`src/rtl/blr_pkg.sv`:
```
package blr_pkg;
    typedef enum logic [1:0] {
        ST_IDLE  = 2'd0,
        ST_RUN   = 2'd1,
        ST_DRAIN = 2'd2
    } blr_state_e;
endpackage

```
`src/rtl/blr_window.sv`:
```
// Zero-padded window select: lane x takes pixel x+j-K/2 or zero.
module blr_window #(
    parameter int X     = 8,
    parameter int K     = 3,
    parameter int PIX_W = 8,
    parameter int JW    = 2
) (
    input  logic [X*PIX_W-1:0] row_i,
    input  logic [JW-1:0]      sel_j,
    output logic [X*PIX_W-1:0] win_o
);
    localparam int PAD   = K / 2;
    localparam int NTAPS = 1 << JW;

    for (genvar g = 0; g < X; g++) begin : g_lane
        logic [PIX_W-1:0] cand [NTAPS];
        for (genvar t = 0; t < NTAPS; t++) begin : g_tap
            localparam int E = g + t - PAD;
            if (t < K && E >= 0 && E < X) begin : g_in
                assign cand[t] = row_i[E*PIX_W +: PIX_W];
            end else begin : g_pad
                assign cand[t] = '0;
            end
        end
        assign win_o[g*PIX_W +: PIX_W] = cand[sel_j];
    end
endmodule

```
`src/rtl/blr_lane.sv`:
```
// One lane accumulator: clear, add/subtract an unsigned pixel, or double.
module blr_lane #(
    parameter int PIX_W = 8,
    parameter int ACC_W = 20
) (
    input  logic             clk,
    input  logic             rst_n,
    input  logic             clr,
    input  logic             add,
    input  logic             neg,
    input  logic             dbl,
    input  logic [PIX_W-1:0] pix,
    output logic [ACC_W-1:0] acc_o
);
    logic [ACC_W-1:0] acc_q;
    logic [ACC_W-1:0] ext;

    assign ext   = {{(ACC_W-PIX_W){1'b0}}, pix};
    assign acc_o = acc_q;

    always_ff @(posedge clk) begin
        if (!rst_n) begin
            acc_q <= '0;
        end else if (clr) begin
            acc_q <= '0;
        end else if (add) begin
            acc_q <= neg ? (acc_q - ext) : (acc_q + ext);
        end else if (dbl) begin
            acc_q <= acc_q << 1;
        end
    end
endmodule

```
`src/rtl/blr_ctrl.sv`:
```
// Row sequencer: accepts operations, counts bit layers, stages one cycle.
module blr_ctrl
    import blr_pkg::*;
#(
    parameter int NB = 4,
    parameter int JW = 2
) (
    input  logic          clk,
    input  logic          rst_n,
    input  logic          start,
    input  logic          op_valid,
    input  logic          op_eor,
    input  logic          op_neg,
    input  logic [JW-1:0] op_j,
    output blr_state_e    state_o,
    output logic          rd_en,
    output logic          acc_clr,
    output logic          acc_add,
    output logic          acc_neg,
    output logic          acc_dbl,
    output logic [JW-1:0] sel_j,
    output logic          done
);
    localparam int LW = (NB > 1) ? $clog2(NB) : 1;

    blr_state_e    state, nxt;
    logic [LW-1:0] lcnt;
    logic          accept, last_layer;
    logic          p_valid, p_eor, p_more, p_neg;
    logic [JW-1:0] p_j;
    logic          done_q;

    assign accept     = (state == ST_RUN) && op_valid;
    assign last_layer = (lcnt == '0);

    always_comb begin
        nxt = state;
        unique case (state)
            ST_IDLE:  if (start) nxt = ST_RUN;
            ST_RUN:   if (accept && op_eor && last_layer) nxt = ST_DRAIN;
            ST_DRAIN: nxt = ST_IDLE;
            default:  nxt = ST_IDLE;
        endcase
    end

    always_ff @(posedge clk) begin
        if (!rst_n) begin
            state   <= ST_IDLE;
            lcnt    <= '0;
            p_valid <= 1'b0;
            p_eor   <= 1'b0;
            p_more  <= 1'b0;
            p_neg   <= 1'b0;
            p_j     <= '0;
            done_q  <= 1'b0;
        end else begin
            state <= nxt;
            if (state == ST_IDLE && start) begin
                lcnt <= LW'(NB - 1);
            end else if (accept && op_eor && !last_layer) begin
                lcnt <= lcnt - 1'b1;
            end
            p_valid <= accept;
            p_eor   <= op_eor;
            p_more  <= !last_layer;
            p_neg   <= op_neg;
            p_j     <= op_j;
            done_q  <= p_valid && p_eor && !p_more;
        end
    end

    always_comb begin
        state_o = state;
        rd_en   = accept && !op_eor;
        acc_clr = (state == ST_IDLE) && start;
        acc_add = p_valid && !p_eor;
        acc_dbl = p_valid && p_eor && p_more;
        acc_neg = p_neg;
        sel_j   = p_j;
        done    = done_q;
    end
endmodule

```
`src/rtl/bitlayer_row_array.sv`:
```
module bitlayer_row_array
    import blr_pkg::*;
#(
    parameter int X     = 8,
    parameter int K     = 3,
    parameter int Z     = 4,
    parameter int NB    = 4,
    parameter int PIX_W = 8,
    parameter int ACC_W = 20,
    localparam int JW   = (K > 1) ? $clog2(K) : 1,
    localparam int ZW   = (Z > 1) ? $clog2(Z) : 1
) (
    input  logic               clk,
    input  logic               rst_n,
    input  logic               start,
    input  logic               op_valid,
    input  logic               op_eor,
    input  logic               op_neg,
    input  logic [JW-1:0]      op_j,
    input  logic [JW-1:0]      op_i,
    input  logic [ZW-1:0]      op_z,
    output logic               rd_en,
    output logic [JW-1:0]      rd_i,
    output logic [ZW-1:0]      rd_z,
    input  logic [X*PIX_W-1:0] rd_row,
    output logic               done,
    output logic [X*ACC_W-1:0] row_out
);
    blr_state_e       state;
    logic             acc_clr, acc_add, acc_neg, acc_dbl;
    logic [JW-1:0]    sel_j;
    logic [X*PIX_W-1:0] win;

    assign rd_i = op_i;
    assign rd_z = op_z;

    blr_ctrl #(.NB(NB), .JW(JW)) u_ctrl (
        .clk      (clk),
        .rst_n    (rst_n),
        .start    (start),
        .op_valid (op_valid),
        .op_eor   (op_eor),
        .op_neg   (op_neg),
        .op_j     (op_j),
        .state_o  (state),
        .rd_en    (rd_en),
        .acc_clr  (acc_clr),
        .acc_add  (acc_add),
        .acc_neg  (acc_neg),
        .acc_dbl  (acc_dbl),
        .sel_j    (sel_j),
        .done     (done)
    );

    blr_window #(.X(X), .K(K), .PIX_W(PIX_W), .JW(JW)) u_win (
        .row_i (rd_row),
        .sel_j (sel_j),
        .win_o (win)
    );

    for (genvar g = 0; g < X; g++) begin : g_acc
        blr_lane #(.PIX_W(PIX_W), .ACC_W(ACC_W)) u_lane (
            .clk   (clk),
            .rst_n (rst_n),
            .clr   (acc_clr),
            .add   (acc_add),
            .neg   (acc_neg),
            .dbl   (acc_dbl),
            .pix   (win[g*PIX_W +: PIX_W]),
            .acc_o (row_out[g*ACC_W +: ACC_W])
        );
    end
endmodule

```
`config.mk`:
```
export PLATFORM = sky130hd
export DESIGN_NAME = bitlayer_row_array
export DESIGN_NICKNAME = d
export VERILOG_FILES = /design/src/rtl/blr_pkg.sv /design/src/rtl/blr_window.sv /design/src/rtl/blr_lane.sv /design/src/rtl/blr_ctrl.sv /design/src/rtl/bitlayer_row_array.sv
export SDC_FILE = /design/constraint.sdc
export NUM_CORES = 1
export LEC_CHECK = 0
export BUFFER_PORTS_ARGS = -buffer_cell sky130_fd_sc_hd__buf_2
export CAP_MARGIN = 20
export CORE_MARGIN = 1.5
export CORE_UTILIZATION = 38
export CTS_BUF_LIST = sky130_fd_sc_hd__clkbuf_4 sky130_fd_sc_hd__clkbuf_8 sky130_fd_sc_hd__clkbuf_16
export CTS_CLUSTER_DIAMETER = 120
export DETAILED_ROUTE_END_ITERATION = 10
export PLACE_DENSITY = 0.6
export SLEW_MARGIN = 20
export SYNTH_ARGS = -nofsm -noshare
export SYNTH_HDL_FRONTEND = slang
export SYNTH_SLANG_ARGS = --single-unit
export TNS_END_PERCENT = 10
```
`constraint.sdc`:
```
create_clock -name clk -period 5 [get_ports clk]
set_input_delay 1 -clock clk [delete_from_list [all_inputs] [get_ports clk]]
set_output_delay 1 -clock clk [all_outputs]
set_load 0.05 [all_outputs]
```
==> results of run 1 <==
registers in the layout, indices dropped and copies added, names as in the netlist:
| register | flops |
|---|---|
| g_acc.u_lane.acc_o | 160 |
| u_ctrl.lcnt | 2 |
| u_ctrl.sel_j | 2 |
| u_ctrl.state_o | 2 |
| u_ctrl.acc_neg | 1 |
| u_ctrl.done | 1 |
| u_ctrl.p_eor | 1 |
| u_ctrl.p_more | 1 |
| u_ctrl.p_valid | 1 |
routing by layer:
| layer | part of all wire [%] | wire length (µm) |
|---|---|---|
| met1 | 49 | 32900 |
| met2 | 42 | 28200 |
| met3 | 7.1 | 4780 |
| met4 | 2.7 | 1850 |
| met5 | 0.010 | 7 |
per-stage QoR:
step | cells | instance area (µm²) | hold WS (ps) | setup slack, ps
global route | 3135 | 20500 | 516 | 103
floorplan | 2314 | 17800 | 436 | 858
finish | 3135 | 20500 | 477 | 348
detailed placement | 3102 | 19800 | 476 | 124
global placement | 3102 | 19800 | 458 | 173
CTS | 3134 | 20400 | 482 | 283
cell families (layout without fill, tap and decap cells):
logic type	after synthesis	in the layout
buffers and inverters	189	403
flip-flops	171	171
AND/OR/NAND/NOR	686	686
multiplexers	50	50
AO/OA/AOI/OAI	853	853
adder cells (fa/ha/maj)	199	199
XOR/XNOR	166	166
cells in the final DEF, fill, tap and decap left out, types with 9 or more instances in the layout:
master	count
a21oi_1	242
buf_2	233
nand2_1	225
ha_1	191
o21ai_0	177
dfxtp_1	167
nor2_1	137
xnor2_1	101
buf_4	77
a21o_1	68
xor2_1	61
inv_1	49
nand3_1	46
and2_1	44
o211ai_1	42
o221ai_1	37
nand2b_1	36
nor2b_1	35
o22ai_1	34
o21a_1	32
nor3_1	31
or3_1	31
mux2i_1	28
a31oi_1	26
a211oi_1	26
and3_1	23
o31ai_1	19
a221oi_1	18
clkbuf_16	17
mux2_2	15
or2_2	15
o21bai_1	13
nand4_1	9
a31o_2	9
cell type report:
class / instances / area, µm² / share of cell area (%)
repair buffers: 317 / 1880 / 9.21
clock inverters: 10 / 166 / 0.813
well taps: 607 / 759 / 3.71
multi-input cells: 1954 / 13600 / 66.2
flip-flops and latches: 171 / 3430 / 16.8
clock buffers: 22 / 463 / 2.26
inverters: 54 / 205 / 1.00
power by group through the flow:
stage,Clock (mW),Combinational [mW],Sequential [mW]
final,1.51,1.68,1.45
after global routing,1.59,1.83,1.45
after CTS,1.55,1.66,1.45
after detailed placement,0,1.64,1.48
after global placement,0,1.62,1.48
after floorplan,0,1.12,1.55
worst max-delay path by stage:
stage,start,to,slack (ps),cells after the start
after floorplan,rd_row[10],g_acc[0].u_lane.acc_o[18],860,19
after global placement,rd_row[9],g_acc[0].u_lane.acc_o[17],170,18
after detailed placement,rd_row[10],g_acc[0].u_lane.acc_o[17],120,18
after CTS,u_ctrl.sel_j[0],g_acc[2].u_lane.acc_o[19],280,14
after global routing,u_ctrl.sel_j[0],g_acc[0].u_lane.acc_o[17],100,19
final,u_ctrl.sel_j[0],g_acc[0].u_lane.acc_o[17],350,19
worst max-delay path: stages, from the launching register on:
cell	delay, ps
dfxtp_4	470
buf_4	240
nor2b_1	130
buf_4	180
a22o_1	230
nor3_1	350
buf_4	180
and2_1	160
nor2b_1	280
nor2_1	90
xnor2_1	160
ha_1	350
a21o_1	200
a31oi_1	210
a21boi_1	260
o21ai_0	190
a221o_1	400
a21oi_1	180
xor2_1	160
o22ai_1	80
==> results.cfg, run 1 <==
[status]
status = finished, final reports clean

[critical_path]
crit_arrival_ps = 5010
reg2reg_from = u_ctrl.sel_j[0]
ff2ff_setup_slack_ps = 350
cp-start-kind = flip-flop
worstReg2RegEnd = g_acc[0].u_lane.acc_o[17]
end_kind = flip-flop
path_class = flip-flop to flip-flop
critPathMaxFanout = 30
rr_worst_depth = 19
crit_required_ps = 5350

[hold_path]
worstHoldPathType = flip-flop to flip-flop
hold_end = u_ctrl.state_o[0]
hold_depth = 1
worstHoldStart = u_ctrl.state_o[1]

[route]
drtAntennaViolNets = 0
dr.pass1.iters = 6
via_count = 18645
wl_per_cell_um = 21.6
drtIter0Drc = 1439
wirelength_um = 67700
drc = 0
routed_via_density = 5.95

[logic_synthesis]
synth_top_family_by_area = compound AO/OA/AOI/OAI gates
synth-simple-area-share_pct = 19.1
netlist_instances = 2314
async_reset_ff_share_pct = 0
synth_top_area_share_pct = 19.2
synth_area_per_cell_um2 = 7.69
synth.area.top_cells = dfxtp_1 (19%), ha_1 (13%), a21oi_1 (6.8%)
yosys-top-cells-count = a21oi_1 (242), nand2_1 (228), ha_1 (191)
synth_xor_xnor_area_share_pct = 8.39
synthFlopType = dfxtp_1
synthAdderAreaFrac_pct = 14.3
seq_area_frac_synth_pct = 19.2
synth_warnings = 0
synth_cell_types = 104
synth_mux_area_share_pct = 3.06
yosysMostFrequentCell = a21oi_1
yosysTopAreaCell = dfxtp_1
ys_ff_latch = 171
synth_compound_area_share_pct = 31.2
synth.cell_area_um2 = 17800
synth_edf_count = 0
syn_nets = 2589

[final_layout]
nNetsFinal = 2790
drive_gt1_share_pct = 17.8
synthToLayoutAreaGrowth_pct = 15.1
fin_util_pct = 44.1
fillCellCount = 4752
antennaDiodeCount = 0

[clocking]
root_buffer = clkbuf_16
cts_tree = done
cts_made_buffers = 17
cts_setup_buffers = 0
cts_resized = 0
cts-htree-levels = 4
cts_hold_buf = 0
cts.clk_slew.worst_paths_ps = 70
cts_sinks = 171
cts_max_path_buffers = 2
clock_latency_ps = 500

[global_routing]
grt_util_met3_pct = 4.39
grt_busiest_layer = met1
grt_use_met1_pct = 41.0
grt.total_usage_pct = 27.8
first_global_vias = 17177
grt_util_met2_pct = 40.4
grt_antenna_before_repair = 1
grt_max_degree = 95
grt_pass1_wl_um = 102000
grt_overflow = 0

[timing]
max_freq_ghz = 0.215
worstMarginPinSlew_ps = 1090
maxSlewViolCount = 0
setup_viol = 0
max-slew-margin-rel_pct = 26.5
hold_viol_final = 0
fin_crit_ps = 4650
finalCritPeriodShare_pct = 93.0
rsz0062_at_grt = false
fin_setup_tns_ps = 0
finalClockSkew_ps = 8.87

[pwr]
p_seq_share_pct = 31.2
p_sw_mw = 1.74
combinationalPowerShare_pct = 36.2
clkPwrFrac_pct = 32.6
p_leak_nw = 9.54
ir_drop_v = 0.000190
switching_share_pct = 37.6
cell_internal_pwr_mw = 2.90
cellPowerDensity_nw_per_um2 = 227
total_power_mw = 4.64

[die]
num_rows = 79
core_region_area_um2 = 46400
die_x_um = 219
die_h_um = 219
io_pins = 242
start_util_pct = 38.4
die-area_um2 = 48100

[placed_design]
gp_congestion = 0.915
numPortBuffers = 233
dp_hpwl_um = 50700

[flow_run]
cap_violations = 0
Power figures use the tool's default switching activity.
==> run 2: changes to the inputs <==
CAP_MARGIN = 10   (was 20)
clock period = 4.8 ns   (was 5 ns; I/O delays follow)
==> run 2 against run 1 <==
Effect of this change:
- combinational power is 5% higher
- worst setup slack worse by 95 ps
- final cell count is 0.35% higher
- cell area is 0.20% higher
- core utilization is 0.089 points higher
- die area stayed put
- sequential power is 3% higher
- first-iteration DRC count is 7.2% lower
- register-to-register slack worse by 90 ps
- total power is 5.7% higher
- clock skew is 5.1 ps higher
- critical endpoint is now g_acc[3].u_lane.acc_o[18]
==> results.cfg, run 2 (synthesized netlist as in run 1, its figures left out) <==
[final_layout]
finalInstanceArea_um2 = 20500
nNetsFinal = 2795
synthToLayoutAreaGrowth_pct = 15.3
final_common_cell = a21oi_1
layout_common_cells = a21oi_1 (242), buf_2 (233), nand2_1 (225), ha_1 (191), o21ai_0 (176)
drive_gt1_share_pct = 18.0
instances_no_fill = 3146
largest_reg_flops = 160

[hold_path]
worstHoldPathType = flip-flop to flip-flop
worstHoldStart = u_ctrl.state_o[1]
hold_end = u_ctrl.state_o[0]
hold_depth = 1

[critical_path]
cp_top_family = compound AO/OA/AOI/OAI gates
end_kind = flip-flop
crit_required_ps = 5210
worstReg2RegEnd = g_acc[3].u_lane.acc_o[18]
ff2ff_setup_slack_ps = 250
critPathMaxFanout = 21
path_class = flip-flop to flip-flop
crit_arrival_ps = 4960
rr_worst_depth = 15
slowest_stage = dfxtp_4
max_stage_delay_ps = 530
reg2reg_from = u_ctrl.sel_j[0]
cp_num_buf_inv = 1
crit_path_cell_trace = buf_4, mux2_2, a21oi_2, nand4_2, nor4_4, ha_1, a21oi_1, ha_1, o211ai_1, o32a_1, a21oi_1, nand3_1, o21ai_0, xnor2_1, a221oi_1
cp-start-kind = flip-flop

[route]
drc = 0
routed_via_density = 5.94
drtAntennaViolNets = 0
wirelength_um = 68400
drtIter0Drc = 1336
dr.pass1.iters = 5
wl_per_cell_um = 21.7
via_count = 18684

[die]
die_x_um = 219
start_util_pct = 38.4
die_h_um = 219
core_region_area_um2 = 46400
num_rows = 79
die-area_um2 = 48100
io_pins = 242

[timing]
worstMarginPinSlew_ps = 1030
finalCritPeriodShare_pct = 94.7
setup_slack_ps = 253
fin_crit_ps = 4550
maxSlewViolCount = 0
finalClockSkew_ps = 14.0
max-slew-margin-rel_pct = 31.6
rsz0062_at_grt = false
hold_viol_final = 0
setup_viol = 0
max_freq_ghz = 0.220

[placed_design]
place_area_um2 = 19800
gp_congestion = 0.937
dp_hpwl_um = 51500
numPortBuffers = 233
place_inst = 3106
dp_slack_ps = -92.8

[global_routing]
grt.total_usage_pct = 27.8
grt_pass1_wl_um = 102000
first_global_vias = 16948
grt_max_degree = 119
grt_overflow = 0
grt_antenna_before_repair = 6

[clocking]
cts_max_path_buffers = 2
cts-htree-levels = 4
cts_hold_buf = 0
clock_latency_ps = 510
cts_tree = done
cts_sinks = 171
cts_made_buffers = 17
root_buffer = clkbuf_16
cts.clk_slew.worst_paths_ps = 80

[pwr]
cellPowerDensity_nw_per_um2 = 239
ir_drop_v = 0.000173
p_leak_nw = 9.56

[status]
status = finished, final reports clean

[flow_run]
cap_violations = 0
[run 2: cell types whose count changed in the layout (fill, tap and decap cells not counted), sizes merged]
cell | before | now
diode | 0 | 6
inv | 54 | 61
buf | 317 | 322
clkinv | 4 | 1
clkbuf | 22 | 18
[run 2: what timing repair did]
item | 4_1_cts | 5_1_grt
resized for setup | 0 | 2
buffers inserted | 0 | 2
endpoints found under the setup margin | 0 | 23
[run 2: cell type report]
cell class	count	area [µm²]
Antenna cell	6	15.0
Clock buffer	18	439
Clock inverter	14	206
Fill cell	4766	25900
Inverter	54	205
Multi-Input combinational cell	1954	13600
Sequential cell	171	3430
Tap cell	607	759
Timing Repair Buffer	322	1890
[run 2: worst max path at each step]
stage | startpoint | end | depth (start not counted)
2_1_floorplan | rd_row[10] | g_acc[0].u_lane.acc_o[18] | 19
3_3_place_gp | rd_row[10] | g_acc[0].u_lane.acc_o[18] | 20
3_5_place_dp | rd_row[10] | g_acc[0].u_lane.acc_o[19] | 20
4_1_cts | u_ctrl.sel_j[0] | g_acc[6].u_lane.acc_o[17] | 16
5_1_grt | u_ctrl.sel_j[0] | g_acc[3].u_lane.acc_o[18] | 15
6_report | u_ctrl.sel_j[0] | g_acc[3].u_lane.acc_o[18] | 15
[run 2: stage by stage]
step / TNS, ps / hold slack, ps / util, % / power (mW)
after floorplan: 0 / 436 / - / 2.78
after global placement: -47.4 / 461 / 42.8 / 3.23
after detailed placement: -133 / 472 / 42.8 / 3.26
after CTS: 0 / 489 / 44.2 / 4.91
after global routing: 0 / 515 / 44.2 / 5.14
final: 0 / 486 / 44.2 / 4.90
[run 2: layer usage]
metal | wire length [µm] | global-route usage [%]
met5 | 7 | 0
met1 | 32900 | 39.9
met3 | 4670 | 5.79
met4 | 2490 | 11.5
met2 | 28300 | 39.9
[run 2: where the power goes]
group	internal, mW	leakage [nW]	switching, mW
logic	0.667	7.86	1.09
registers	1.45	1.39	0.0520
clock network	0.898	0.312	0.739
total	3.02	9.56	1.88
[run 2: worst register-to-register path: cells and delay by family (launching register included)]
family | cells | cell delay (ps)
AO/OA/AOI/OAI | 7 | 1810
AND/OR/NAND/NOR | 3 | 810
flip-flops | 1 | 530
adder cells (fa/ha/maj) | 2 | 530
multiplexers | 1 | 380
buffers and inverters | 1 | 290
XOR/XNOR | 1 | 90
==> run 3: changes to the inputs <==
==> constraint.sdc (replaced) <==
create_clock -name clk -period 4.8 [get_ports clk]
set_input_delay 0.72 -clock clk [delete_from_list [all_inputs] [get_ports clk]]
set_output_delay 0.72 -clock clk [all_outputs]
set_load 0.05 [all_outputs]
==> run 3 against run 2 <==
Effect of this change:
- total power down 4.8%
- sequential cell count unchanged
- sequential power hardly changed
- clock power shrank 13%
- combinational power hardly changed
- final cell count shrank 0.76%
- largest cell class unchanged
- die area did not move
- clock-buffer cell count is 6 higher
- via count is 1.7% lower
==> results.cfg, run 3 (synthesized netlist as in run 1, its figures left out) <==
[final_layout]
drive_gt1_share_pct = 17.5
finalInstanceArea_um2 = 20300
antennaDiodeCount = 0
final_common_cell = a21oi_1
nNetsFinal = 2777
instances_no_fill = 3122
seqCellArea_um2 = 3430
largest_reg_flops = 160
multi_input_area_um2 = 13600
layout_common_cells = a21oi_1 (241), buf_2 (233), nand2_1 (225), ha_1 (191), o21ai_0 (176)
synthToLayoutAreaGrowth_pct = 14.3
fillCellCount = 4734
fin_util_pct = 43.8

[timing]
setup_slack_ps = 357
hold_viol_final = 0
fin_setup_tns_ps = 0
maxSlewViolCount = 0
worstMarginPinSlew_ps = 1130
finalCritPeriodShare_pct = 92.6
holdWs_ps = 424
fin_crit_ps = 4440
rsz0062_at_grt = false
max_freq_ghz = 0.225
finalClockSkew_ps = 15.4
max-slew-margin-rel_pct = 23.8
setup_viol = 0

[critical_path]
reg2reg_from = u_ctrl.sel_j[0]
crit_required_ps = 5200
cp-start-kind = flip-flop
end_kind = flip-flop
rr_worst_depth = 18
path_class = flip-flop to flip-flop
crit_arrival_ps = 4850
worstReg2RegEnd = g_acc[2].u_lane.acc_o[16]
critPathMaxFanout = 36
ff2ff_setup_slack_ps = 360

[die]
num_rows = 79
die_x_um = 219
die-area_um2 = 48100
die_h_um = 219
io_pins = 242
core_region_area_um2 = 46400
start_util_pct = 38.4

[placed_design]
gp_congestion = 0.922
numPortBuffers = 233
dp_hpwl_um = 50500
place_inst = 3089
dp_slack_ps = 164
place_area_um2 = 19700

[pwr]
ir_drop_v = 0.000219
total_power_mw = 4.67
cellPowerDensity_nw_per_um2 = 230
p_leak_nw = 9.46

[clocking]
cts.clk_slew.worst_paths_ps = 80
cts_max_path_buffers = 2
cts-htree-levels = 4
root_buffer = clkbuf_16
cts_tree = done
clock_latency_ps = 500
cts_made_buffers = 17
cts_sinks = 171

[global_routing]
grt_overflow = 0
grt.total_usage_pct = 28.0
first_global_vias = 17176
grt_pass1_wl_um = 103000
grt_max_degree = 85
grt_antenna_before_repair = 1

[hold_path]
hold_depth = 2
hold_end = u_ctrl.sel_j[1]
worstHoldPathType = primary input to flip-flop
worstHoldStart = op_j[1]

[route]
wl_per_cell_um = 21.8
drc = 0
wirelength_um = 68000
via_count = 18370
drtIter0Drc = 1404
dr.pass1.iters = 5
routed_via_density = 5.88
drtAntennaViolNets = 0

[flow_run]
cap_violations = 0

[status]
status = finished, final reports clean
[run 3: report_power, final]
group          leakage, nW  total, mW  switching [mW]  internal (mW)
Combinational         7.81       1.75            1.09          0.659
Sequential            1.39       1.50          0.0507           1.45
Clock                0.271       1.42           0.690          0.728
[run 3: critical path, stage by stage (launching register included)]
cell,delay [ps]
dfxtp_4,560
buf_12,250
nor2b_1,80
a211oi_1,340
a21o_1,240
ha_1,200
and2_1,240
nand2_1,120
o21ai_1,240
buf_4,170
ha_1,290
nand3_1,140
o221ai_1,120
o21ai_0,330
nand2b_1,140
a31oi_1,310
a21oi_1,130
xnor2_1,150
a221oi_1,290
[run 3: how the worst max path moves through the flow]
stage / from / depth (start not counted) / to / slack (ps)
after floorplan: u_ctrl.sel_j[0] / 19 / g_acc[2].u_lane.acc_o[19] / 760
after global placement: u_ctrl.sel_j[0] / 13 / g_acc[7].u_lane.acc_o[18] / 190
after detailed placement: rd_row[17] / 16 / g_acc[3].u_lane.acc_o[18] / 160
after CTS: u_ctrl.sel_j[0] / 21 / g_acc[0].u_lane.acc_o[18] / 180
after global routing: u_ctrl.sel_j[0] / 21 / g_acc[0].u_lane.acc_o[19] / 7
final: u_ctrl.sel_j[0] / 18 / g_acc[2].u_lane.acc_o[16] / 360
[run 3: layout make-up]
type | count | share of cell area [%]
clock inverter | 8 | 0.308
tap | 607 | 3.74
multi-input combinational | 1954 | 66.8
clock buffer | 24 | 2.44
sequential | 171 | 16.9
inverter | 54 | 1.01
timing repair buffer | 304 | 8.81
[run 3: per-layer routing]
layer  part of all wire, %  GRT usage, %  vias to the layer above
li1                      -             -                     8933
met3                   6.2          5.17                      109
met2                    41          40.3                      587
met5                 0.021             0                        -
met1                    49          40.8                     8739
met4                   3.4          10.8                        2
[run 3: repair_timing]
action                     CTS  global route
hold buffers                 0             0
setup endpoints to repair    0            20
resized for setup            0             6
setup buffers                0             1
